===== config.mk =====
export PLATFORM = sky130hd
export DESIGN_NAME = coded_clk_div
export DESIGN_NICKNAME = d
export VERILOG_FILES = /design/src/rtl/clkdiv_pkg.sv /design/src/rtl/div_ctrl.sv /design/src/rtl/div_path.sv /design/src/rtl/coded_clk_div.sv
export SDC_FILE = /design/constraint.sdc
export NUM_CORES = 1
export LEC_CHECK = 0
export ABC_CLOCK_PERIOD_IN_PS = 6100
export BUFFER_PORTS_ARGS = -buffer_cell sky130_fd_sc_hd__buf_2
export CORE_AREA = 4 4 41 43
export CTS_CLUSTER_DIAMETER = 50
export CTS_CLUSTER_SIZE = 20
export DETAILED_ROUTE_END_ITERATION = 6
export DIE_AREA = 0 0 45 47
export PLACE_DENSITY = 0.77
export SYNTH_ARGS = -nofsm -noshare
export SYNTH_HDL_FRONTEND = slang
export SYNTH_HIERARCHICAL = 1
export SYNTH_SLANG_ARGS = --single-unit

===== constraint.sdc =====
create_clock -name clk -period 6.1 [get_ports clk]
set_clock_uncertainty 0.1 [all_clocks]
set_input_delay 1.22 -clock clk [delete_from_list [all_inputs] [get_ports clk]]
set_output_delay 1.22 -clock clk [all_outputs]
set_load 0.02 [all_outputs]

===== src/rtl/clkdiv_pkg.sv =====
package clkdiv_pkg;

  localparam int CODE_W  = 3;
  localparam int MAX_RATIO = 32;
  localparam int RATIO_W = $clog2(MAX_RATIO + 1);

  // strobes from control to datapath
  typedef struct packed {
    logic run;    // gate open (registered)
    logic clear;  // hold position 0, reload ratio
    logic step;   // advance one count position
  } divStrobe_t;

  // profile table lookup
  function automatic logic [RATIO_W-1:0] ratioFor(input int profile,
                                                  input logic [CODE_W-1:0] code);
    int c;
    int r;
    c = int'(code);
    case (profile)
      0:       r = (c < 2) ? 2 : c + 1;
      1:       r = 2 * (c + 1);
      2:       r = (c < 2) ? 4 : 2 * (c + 1);
      default: r = 4 * (c + 1);
    endcase
    return RATIO_W'(r);
  endfunction

endpackage


===== src/rtl/div_ctrl.sv =====
module div_ctrl
  import clkdiv_pkg::*;
#(
  parameter bit HAS_SRC_SEL = 1'b1
) (
  input  logic       clk,
  input  logic       rst,
  input  logic       gateEn,
  input  logic       srcSel,
  input  logic       altTick,
  output divStrobe_t strb
);

  logic gateQ;
  logic halfQ;
  logic tick;

  always_ff @(posedge clk) begin
    if (rst) begin
      gateQ <= 1'b0;
      halfQ <= 1'b0;
    end else begin
      gateQ <= gateEn;
      halfQ <= gateQ ? ~halfQ : 1'b0;
    end
  end

  generate
    if (HAS_SRC_SEL) begin : g_sel
      assign tick = srcSel ? altTick : halfQ;
    end else begin : g_direct
      assign tick = 1'b1;
    end
  endgenerate

  assign strb.run   = gateQ;
  assign strb.clear = ~gateQ;
  assign strb.step  = gateQ & tick;

  // half-rate source never steps on two consecutive edges
  p_half_rate_r9: assert property (@(posedge clk) disable iff (rst)
    (HAS_SRC_SEL && !srcSel && strb.step) |=> !(strb.step && !srcSel));

  // second source holds the count when its strobe is low
  p_alt_hold_r10: assert property (@(posedge clk) disable iff (rst)
    (HAS_SRC_SEL && srcSel && !altTick) |-> !strb.step);

endmodule


===== src/rtl/div_path.sv =====
module div_path
  import clkdiv_pkg::*;
#(
  parameter int PROFILE = 0
) (
  input  logic              clk,
  input  logic              rst,
  input  logic [CODE_W-1:0] code,
  input  divStrobe_t        strb,
  output logic              divClk
);

  logic [RATIO_W-1:0] cntQ;
  logic [RATIO_W-1:0] ratioQ;
  logic [RATIO_W-1:0] highLen;
  logic               lastPos;

  assign lastPos = (cntQ == ratioQ - RATIO_W'(1));
  assign highLen = ratioQ >> 1;

  always_ff @(posedge clk) begin
    if (rst || strb.clear) begin
      cntQ   <= '0;
      ratioQ <= ratioFor(PROFILE, code);
    end else if (strb.step) begin
      if (lastPos) begin
        cntQ   <= '0;
        ratioQ <= ratioFor(PROFILE, code);
      end else begin
        cntQ <= cntQ + RATIO_W'(1);
      end
    end
  end

  assign divClk = strb.run && (cntQ < highLen);

  // position always inside the period
  p_pos_in_period_r6: assert property (@(posedge clk) disable iff (rst)
    cntQ < ratioQ);

  // ratio only changes when the last position is left
  p_ratio_at_boundary_r8: assert property (@(posedge clk) disable iff (rst)
    (strb.run && $past(strb.run) && ratioQ != $past(ratioQ))
      |-> ($past(cntQ) == $past(ratioQ) - RATIO_W'(1)));

endmodule


===== src/rtl/coded_clk_div.sv =====
module coded_clk_div
  import clkdiv_pkg::*;
#(
  parameter int PROFILE     = 0,
  parameter bit HAS_SRC_SEL = 1'b1
) (
  input  logic              clk,
  input  logic              rst,
  input  logic              gateEn,
  input  logic              srcSel,
  input  logic              altTick,
  input  logic [CODE_W-1:0] code,
  output logic              divClk
);

  divStrobe_t strb;

  div_ctrl #(.HAS_SRC_SEL(HAS_SRC_SEL)) u_ctrl (
    .clk(clk), .rst(rst), .gateEn(gateEn),
    .srcSel(srcSel), .altTick(altTick), .strb(strb)
  );

  div_path #(.PROFILE(PROFILE)) u_path (
    .clk(clk), .rst(rst), .code(code), .strb(strb), .divClk(divClk)
  );

  // output low the cycle after reset is sampled
  p_reset_low_r1: assert property (@(posedge clk) rst |=> !divClk);

  // closed gate forces the output low on the next cycle
  p_gate_low_r7: assert property (@(posedge clk) disable iff (rst)
    $past(!gateEn) |-> !divClk);

endmodule


---- After elaboration in Yosys (flattened, before gate mapping) ----
Index checks and enable logic that the tools add are counted.
Widths: inputs -> output; s select.
operators by class
  bitwise logic cells ..................... 3
  eq/ne operators ......................... 1
  shifts and indexed selects .............. 0
  reductions and logical operators ........ 6
  multipliers ............................. 0
  divide/modulo/power cells ............... 0
  $lt $le $gt $ge ......................... 2
  multiplexer cells ....................... 6
  $add $sub $neg .......................... 3
operators with widths
  cell                 number
  $mux 6               5
  $add 6x1->6 const B  1
  $eq 6x6->1           1
  $lt 6x5->1           1
  $sub 6x1->6 const B  1
  $add 3x1->4 const B  1
  $reduce_bool 2->1    2
  $lt 3x2->1 const B   1
  $not 1->1            2
  $reduce_and 2->1     1
  $reduce_or 2->1      1
  $and 1x1->1          1
  $logic_and 1x1->1    1
  $logic_or 1x1->1     1
  $mux 1               1
storage, ports and cells
  memories ................................ 0
  latch bits .............................. 0
  memory bits (writable) .................. 0
  memory bits (read-only) ................. 0
  flip-flop bits (word level) ............. 14

---- Depth between registers and ports, before layout ----
Gate-level depths: netlist (run 1).
  depth in word-level cells ............... 5
  depth in mapped cells ................... 7
  mapped depth without buffers ............ 7

---- By module ----
The synthesis (run 1) kept the hierarchy.
by module, submodules not included
  module    seq. area each (um2)  cells each  instances  area an instance (um2)
  div_path  240.2                 67          1          654.4
  div_ctrl  40.0                  8           1          76.3

---- Worst setup path after synthesis (run 1) ----
OpenSTA, ideal clock, no wires.
  kind .................................... flip-flop to output port
  start ................................... register u_path.ratioQ[2]
  end ..................................... output port divClk
  buffers on the path ..................... 0
  stages on the path, launching flop included .. 6
  arrival time ............................ 1.205 ns
  path slack .............................. 3.575 ns
  required time ........................... 4.780 ns
  path through ............................ edfxtp_1 > inv_1 > ha_1 > o21ai_0 > nand2b_1 > a21oi_1
on the way
  longest elaborated chain between the ends .. 2
ends and longest elaborated chain
  item                    RTL line             source
  start, declared         div_path.sv:14       logic [RATIO_W-1:0] ratioQ;
  start signal, assigned  div_path.sv:24       ratioQ <= ratioFor(PROFILE, code);
  start signal, assigned  div_path.sv:28       ratioQ <= ratioFor(PROFILE, code);
  $lt 6x5->1              div_path.sv:35       assign divClk = strb.run && (cntQ < highLen);
  $logic_and 1x1->1       div_path.sv:35
  end, declared           coded_clk_div.sv:13  output logic divClk
No other way between the ends.

---- Worst setup path after layout (run 1) ----
Same ends and word-level chain as after synthesis.

==> flow_summary.rst, run 1 <==
.. list-table::
   :header-rows: 1

   * - Metric
     - Value
   * - Total area of multi-input combinational cells
     - 420 um^2
   * - Hold buffers post-CTS
     - 0
   * - Async set-reset flop share out of synthesis
     - 0%
   * - Data required time at the worst endpoint
     - 4.78 ns
   * - Die area
     - 0.00212 mm^2
   * - Nets in the synthesized netlist
     - 88
   * - Number of diodes
     - 0
   * - Half-perimeter wire length after detailed placement
     - 980 um
   * - Synthesized area per cell
     - 9.74 um^2
   * - Setup repair after global routing missed its margin
     - no
   * - VDD IR-drop max
     - 127 uV
   * - Fmax
     - ~0.35 GHz
   * - Area of all placed cells without fillers
     - 808 um^2
   * - Leak pwr
     - 0.319 nW
   * - Headroom to the max-slew limit
     - between 70% and 80%
   * - Netlist area before placement
     - 731 um^2
   * - Layout Cells excl Fill
     - 101
   * - Portion of the clock cycle consumed by the worst path in the final layout
     - 46.3%
   * - Cell type with the highest aggregate area in the netlist
     - dfxtp_1
   * - Quantity of I/O buffers inserted on ports
     - 8
   * - Count of cells resized by post-cts repair
     - 0
   * - All-layer global routing usage
     - between 10% and 20%
   * - Count of nets left with antenna violations after detail routing
     - 0
   * - Area share of the leading cell type in the synthesized netlist
     - 21.9%
   * - Hold EP
     - u_ctrl/halfQ
   * - Depth of the worst register-to-register path
     - 6
   * - Placed cell areas
     - approximately 780 um^2
   * - Setup_tns
     - 0 ns
   * - Buffers from clock root to sink, at most
     - 2
   * - Startpoint class of the critical path
     - flop
   * - Total power divided by cell area
     - 200 mW/mm^2
   * - Count of TritonRoute iterations in the first routing pass
     - 5
   * - Final routed wire length divided by cell count
     - 12.9 um
   * - Unique masters post-synth
     - 32
   * - WHS Path Cells
     - 1
   * - Violation count after the first detailed-routing iteration
     - 27
   * - Number of synthesized register bits
     - 12
   * - Number of max-slew violations in the final report
     - 0
   * - Initial antenna violation count
     - 0
   * - Arrival time at the worst endpoint
     - around 1.5 ns
   * - Clock latency on the worst-skew pair
     - about 0.27 ns
   * - Kind of capture point of the worst setup path
     - output pin
   * - Crit Reg-Reg Endpoint
     - u_path/ratioQ[0]
   * - Largest net degree at the start of global routing
     - 8
   * - Die Ht
     - 47 um
   * - Buffer cell driving the clock tree root
     - clkbuf_4
   * - Total congestion overflow
     - 0
   * - Floorplan core area
     - approximately 0.0013 mm^2
   * - Total number of clock tree sinks
     - 12
   * - H-tree depth
     - 1
   * - Critical path class
     - flop to output pin
   * - Transition time at the pin with the least slew margin
     - 0.420 ns
   * - Total of endpoints with negative setup slack in the final report
     - 0
   * - Register-to-Register Setup Slack
     - 3.94 ns
   * - Ranking of synthesized cells by instance count
     - nor2_1, dfxtp_1, inv_1
   * - Wire length of the first global-routing pass
     - 2330 um
   * - Layout fillers
     - between 100 and 150
   * - Type of the tightest min-delay check
     - flop to flop
   * - Growth of design area from synthesis to finish
     - 10.6%
   * - CTS clock-pin slew for the worst setup and hold paths
     - 0.07 ns
   * - Starting density of the core
     - 56.2%
   * - Net count reported at finish
     - 100
   * - DR DRC count
     - 0
   * - TritonCTS clock tree
     - yes
   * - Number of synthesized flops with an enable pin
     - 4
   * - Clock buffer count from CTS
     - 3
   * - Hold Path Origin
     - u_ctrl/halfQ
   * - Gate count of the mapped netlist
     - 75
   * - Most frequent cell after synthesis
     - nor2_1
   * - Total of max-cap violations
     - 0
   * - Sequential Area
     - roughly 280 um^2
   * - Proportion of synthesized chip area in sequential cells
     - 38.4%
   * - Hold violation count in the final report
     - 0
   * - Top cells by area in the synthesized netlist
     - dfxtp_1, edfxtp_1, ha_1
   * - Routed Wire Length
     - ~1300 um
   * - Die boundary width
     - 45 um
   * - Total via count after detailed routing
     - 567
   * - Ports placed on the boundary
     - 9
   * - Worst reg2reg startpoint
     - u_path/ratioQ[0]
   * - Run status
     - complete, no violations
   * - Post-route worst hold slack
     - about 0.32 ns
   * - Vias per std cell
     - ~5.6
   * - Post-layout min period
     - 2.83 ns
   * - GP Congestion
     - 0.819
   * - Dominant register cell in the synthesized netlist
     - dfxtp_1
   * - Crit Path Max Fanout
     - 5
   * - # rows
     - 13
   * - Via count of the first global-routing pass
     - between 500 and 600
   * - Count of synthesis-stage warnings from yosys
     - 6
   * - Fraction of final layout cells sized beyond drive strength 1
     - 18.6%
   * - Setup fix buffers added after clock tree synthesis
     - 0
   * - Number of placed instances with taps included
     - 97
==> state kept, by name, summed over array words and instances (netlist names) <==
register / cells
u_ctrl/gateQ: 1
u_path/cntQ: 6
u_path/ratioQ: 4
u_ctrl/halfQ: 1
==> area by class of cell <==
type / count / share of cell area (%)
timing repair buffer: 8 / 4.95
multi-input combinational: 56 / 52.0
clock inverter: 1 / 0.464
tap: 15 / 2.32
sequential: 12 / 34.7
inverter: 6 / 2.79
clock buffer: 3 / 2.79
==> how the worst max path moves through the flow <==
stage	startpoint	endpoint	slack [ns]	depth (start not counted)
floorplan	u_path/ratioQ[2]	divClk	3.58	5
global placement	srcSel	u_path/ratioQ[2]	3.52	5
detailed placement	srcSel	u_path/ratioQ[0]	3.46	5
CTS	u_path/ratioQ[2]	divClk	3.26	6
global route	u_path/ratioQ[3]	divClk	3.05	6
finish	u_path/ratioQ[2]	divClk	3.27	6
==> kinds of logic after synthesis <==
family / share of synthesized area [%]
xor gates and xnor gates: 9.59
DFF: 38.4
and+or+nand+nor: 24.1
buffers and inverters: 4.11
AOI/OAI and AO/OA: 12.5
muxes: 2.74
adders and majority gates: 8.56
==> where the power goes <==
group	internal [mW]	switching [mW]	total, mW
combinational	0.0112	0.0136	0.0248
clock	0.0236	0.0245	0.0481
sequential	0.0860	0.00299	0.0890
==> placed cells by master, fill, tap and decap left out, types with 2 or more instances in the layout <==
cell | netlist | layout
nand4_1 | 2 | 2
nor2b_1 | 2 | 2
nor2_1 | 9 | 9
xor2_1 | 3 | 3
clkbuf_4 | 0 | 3
nand2_1 | 5 | 5
nor3_1 | 2 | 2
ha_1 | 5 | 5
nor4_1 | 2 | 2
inv_1 | 6 | 6
buf_2 | 0 | 8
dfxtp_1 | 8 | 8
edfxtp_1 | 4 | 4
xnor2_1 | 5 | 5
nand3b_1 | 2 | 2
mux2i_1 | 2 | 2
==> per-stage QoR <==
stage	util, %	worst slack [ns]	power [mW]
finish	62.1	3.27	0.162
global route	62.1	3.05	0.172
CTS	62.1	3.26	0.165
detailed placement	60.1	3.46	0.116
global placement	60.1	3.52	0.115
floorplan	-	3.58	0.109
==> critical path, stage by stage (launching register included) <==
cell and delay, ns:
edfxtp_1 0.46, inv_1 0.09, ha_1 0.22, o21ai_0 0.08
nand2b_1 0.09, a21oi_1 0.13, buf_2 0.17
==> routing by layer <==
metal / GRT usage, % / routed length [um] / vias up
met1: 19.7 / 601 / 257
li1: - / - / 290
met4: 12.9 / 25 / 0
met5: 0 / 0 / -
met2: 23.2 / 626 / 16
met3: 2.68 / 46 / 4
Power figures use the tool's default switching activity.
==> inputs of run 2 (changes only) <==
--- a/config.mk
+++ b/config.mk
@@ -5,14 +5,14 @@
 export SDC_FILE = /design/constraint.sdc
 export NUM_CORES = 1
 export LEC_CHECK = 0
-export ABC_CLOCK_PERIOD_IN_PS = 6100
+export ABC_CLOCK_PERIOD_IN_PS = 2900
 export BUFFER_PORTS_ARGS = -buffer_cell sky130_fd_sc_hd__buf_2
-export CORE_AREA = 4 4 41 43
+export CORE_MARGIN = 4
+export CORE_UTILIZATION = 54
 export CTS_CLUSTER_DIAMETER = 50
 export CTS_CLUSTER_SIZE = 20
 export DETAILED_ROUTE_END_ITERATION = 6
-export DIE_AREA = 0 0 45 47
-export PLACE_DENSITY = 0.77
+export PLACE_DENSITY = 0.76
 export SYNTH_ARGS = -nofsm -noshare
 export SYNTH_HDL_FRONTEND = slang
 export SYNTH_HIERARCHICAL = 1
==> constraint.sdc (replaced) <==
create_clock -name clk -period 2.9 [get_ports clk]
set_clock_uncertainty 0.1 [all_clocks]
set_input_delay 0.58 -clock clk [delete_from_list [all_inputs] [get_ports clk]]
set_output_delay 0.58 -clock clk [all_outputs]
set_load 0.02 [all_outputs]
==> run 2 against run 1 <==
Compared with the run above: total power up 110%; sequential share of layout area up 0.054 points; routed wire length up 1.4%; critical path depth unchanged; final cell count down 0.99%; clock power up 120%; combinational power up 110%; via count down 6.0%.
==> flow_summary.rst, run 2 (same netlist as run 1, synthesis figures left out) <==
.. list-table::
   :header-rows: 1

   * - Metric
     - Value
   * - WL met3
     - 43 um (-6.5%)
   * - TritonCTS clock tree
     - yes
   * - Quantity of I/O buffers inserted on ports
     - 8 (unchanged)
   * - Pwr Total
     - 0.347 mW (+110%)
   * - Most flops, register
     - u_path/cntQ
   * - Clock buffer count from CTS
     - 3 (unchanged)
   * - Die area
     - 0.00201 mm^2 (-5.2%)
   * - Commonest cells after routing, fill and taps aside
     - nor2_1, buf_2, dfxtp_1, inv_1
   * - Number of diodes
     - 0 (unchanged)
   * - Count of cells resized by post-cts repair
     - 0 (unchanged)
   * - Met2 wirelength from detailed routing
     - 587 um (-6.2%)
   * - DR DRC count
     - 0 (unchanged)
   * - Routed length on met1
     - 646 um (+7.5%)
   * - Count of TritonRoute iterations in the first routing pass
     - 3 (-2)
   * - Total number of clock tree sinks
     - 12 (unchanged)
   * - Startpoint class of the critical path
     - flop
   * - Max reg flops
     - 6 (unchanged)
   * - Total congestion overflow
     - 0 (unchanged)
   * - Starting density of the core
     - 61.6% (+5.4 points)
   * - Worst reg2reg startpoint
     - u_path/ratioQ[0]
   * - Clock latency on the worst-skew pair
     - 0.28 ns (about the same)
   * - Die Ht
     - 44.8 um (-4.7%)
   * - Register-to-Register Setup Slack
     - 0.76 ns (-3.18 ns)
   * - Ports placed on the boundary
     - 9 (unchanged)
   * - Post-layout min period
     - 2.16 ns
   * - # rows
     - 12 (-1)
   * - Growth of design area from synthesis to finish
     - 10.4%
   * - Crit Path Max Fanout
     - 5 (unchanged)
   * - CTS clock-pin slew for the worst setup and hold paths
     - 0.08 ns (about the same)
   * - Violation count after the first detailed-routing iteration
     - 3 (-89%)
   * - Portion of the clock cycle consumed by the worst path in the final layout
     - 74.6%
   * - Final routed wire length divided by cell count
     - 13.2 um (+2.4%)
   * - Hold buffers post-CTS
     - 0 (unchanged)
   * - Half-perimeter wire length after detailed placement
     - 982 um (+0.24%)
   * - Largest net degree at the start of global routing
     - 8 (unchanged)
   * - H-tree depth
     - 1 (unchanged)
   * - Highest metal layer with signal wires
     - met4
   * - Leak pwr
     - 0.319 nW (unchanged)
   * - Kind of capture point of the worst setup path
     - output pin
   * - Crit Reg-Reg Endpoint
     - u_path/ratioQ[3]
   * - Total of max-cap violations
     - 0 (unchanged)
   * - Critical path class
     - flop to output pin
   * - Buffer cell driving the clock tree root
     - clkbuf_4
   * - Die boundary width
     - 44.8 um (-0.48%)
   * - Number of max-slew violations in the final report
     - 0 (unchanged)
   * - Total via count after detailed routing
     - 533 (-6.0%)
   * - Via count of the first global-routing pass
     - 503 (-10%)
   * - Start point of the critical path
     - u_path/ratioQ[2]
   * - Arrival time at the worst endpoint
     - 1.48 ns (-0.03 ns)
   * - Hold violation count in the final report
     - 0 (unchanged)
   * - VDD IR-drop max
     - 309 uV (+140%)
   * - Routed Wire Length
     - 1320 um (+1.4%)
   * - All-layer global routing usage
     - 15.8% (+0.24 points)
   * - Count of nets left with antenna violations after detail routing
     - 0 (unchanged)
   * - Setup repair after global routing missed its margin
     - no
   * - Depth of the worst register-to-register path
     - 6 (unchanged)
   * - Setup_tns
     - 0 ns (unchanged)
   * - Net count reported at finish
     - 100 (unchanged)
   * - Type of the tightest min-delay check
     - flop to flop
   * - Commonest non-fill, non-tap cell in the layout
     - nor2_1
   * - Transition time at the pin with the least slew margin
     - 0.434 ns (+0.0135 ns)
   * - Run status
     - complete, no violations
   * - Vias per std cell
     - 5.33 (-5.1%)
   * - Layout fillers
     - 94 (-17%)
   * - Smallest setup slack after layout
     - 0.738 ns (-2.54 ns)
   * - Total of endpoints with negative setup slack in the final report
     - 0 (unchanged)
   * - Fmax
     - 0.463 GHz
   * - Wire length of the first global-routing pass
     - 2210 um (-5.3%)
   * - Initial antenna violation count
     - 0 (unchanged)
   * - Floorplan core area
     - 0.00119 mm^2 (-8.8%)
   * - Total power divided by cell area
     - 430 mW/mm^2 (+110%)
   * - Registers with the most flip-flops
     - u_path/cntQ (6), u_path/ratioQ (4)
   * - Termination of the worst setup path
     - divClk
   * - Headroom to the max-slew limit
     - 70.8% (-0.91 points)
   * - Data required time at the worst endpoint
     - 2.22 ns (-2.56 ns)
   * - Setup slack at placement
     - 0.772 ns (-2.69 ns)
   * - Setup fix buffers added after clock tree synthesis
     - 0 (unchanged)
   * - Buffers from clock root to sink, at most
     - 2 (unchanged)
   * - GP Congestion
     - 0.837 (+2.3%)
   * - Fraction of final layout cells sized beyond drive strength 1
     - 18.6% (unchanged)
run 2: cell counts in the layout (fill, tap and decap cells not counted):
No cell type changed its count.
run 2: final cells by class:
cell class / count / area (um^2) / share of cell area [%]
Multi-Input combinational cell: 56 / 420 / 52.1
Sequential cell: 12 / 280 / 34.7
Timing Repair Buffer: 8 / 40.0 / 4.96
Clock buffer: 3 / 22.5 / 2.79
Inverter: 6 / 22.5 / 2.79
Tap cell: 14 / 17.5 / 2.17
Clock inverter: 1 / 3.75 / 0.465
run 2: layer usage:
layer / track usage, % / vias up
li1: - / 288
met2: 21.8 / 5
met1: 21.1 / 235
met4: 10.5 / 0
met5: 0 / -
met3: 4.78 / 5
run 2: how the worst min path moves through the flow:
stage	start	endpoint	slack [ns]	cells after the start
3_5_place_dp	u_ctrl/halfQ	u_ctrl/halfQ	0.32	1
2_1_floorplan	u_ctrl/halfQ	u_ctrl/halfQ	0.30	1
3_3_place_gp	u_ctrl/halfQ	u_ctrl/halfQ	0.31	1
4_1_cts	u_ctrl/halfQ	u_ctrl/halfQ	0.33	1
6_report	u_ctrl/halfQ	u_ctrl/halfQ	0.32	1
5_1_grt	u_ctrl/halfQ	u_ctrl/halfQ	0.37	1
run 2: through the flow:
step	utilization, %	cell area, um^2	instances	hold WS (ns)
2_1_floorplan	-	731	75	0.297
3_3_place_gp	65.8	781	96	0.310
3_5_place_dp	65.8	781	96	0.317
4_1_cts	68.0	807	100	0.326
5_1_grt	68.0	807	100	0.374
6_report	68.0	807	100	0.322
run 2: worst max-delay path: stages, from the launching register on:
cell and delay, ns:
edfxtp_1 0.46, inv_1 0.09, ha_1 0.21, o21ai_0 0.07, nand2b_1 0.08, a21oi_1 0.13, buf_2 0.17
run 2: report_power, final:
group	switching, mW	internal [mW]	total [mW]
Clock	0.0583	0.0500	0.108
Combinational	0.0280	0.0237	0.0517
Sequential	0.00606	0.181	0.187
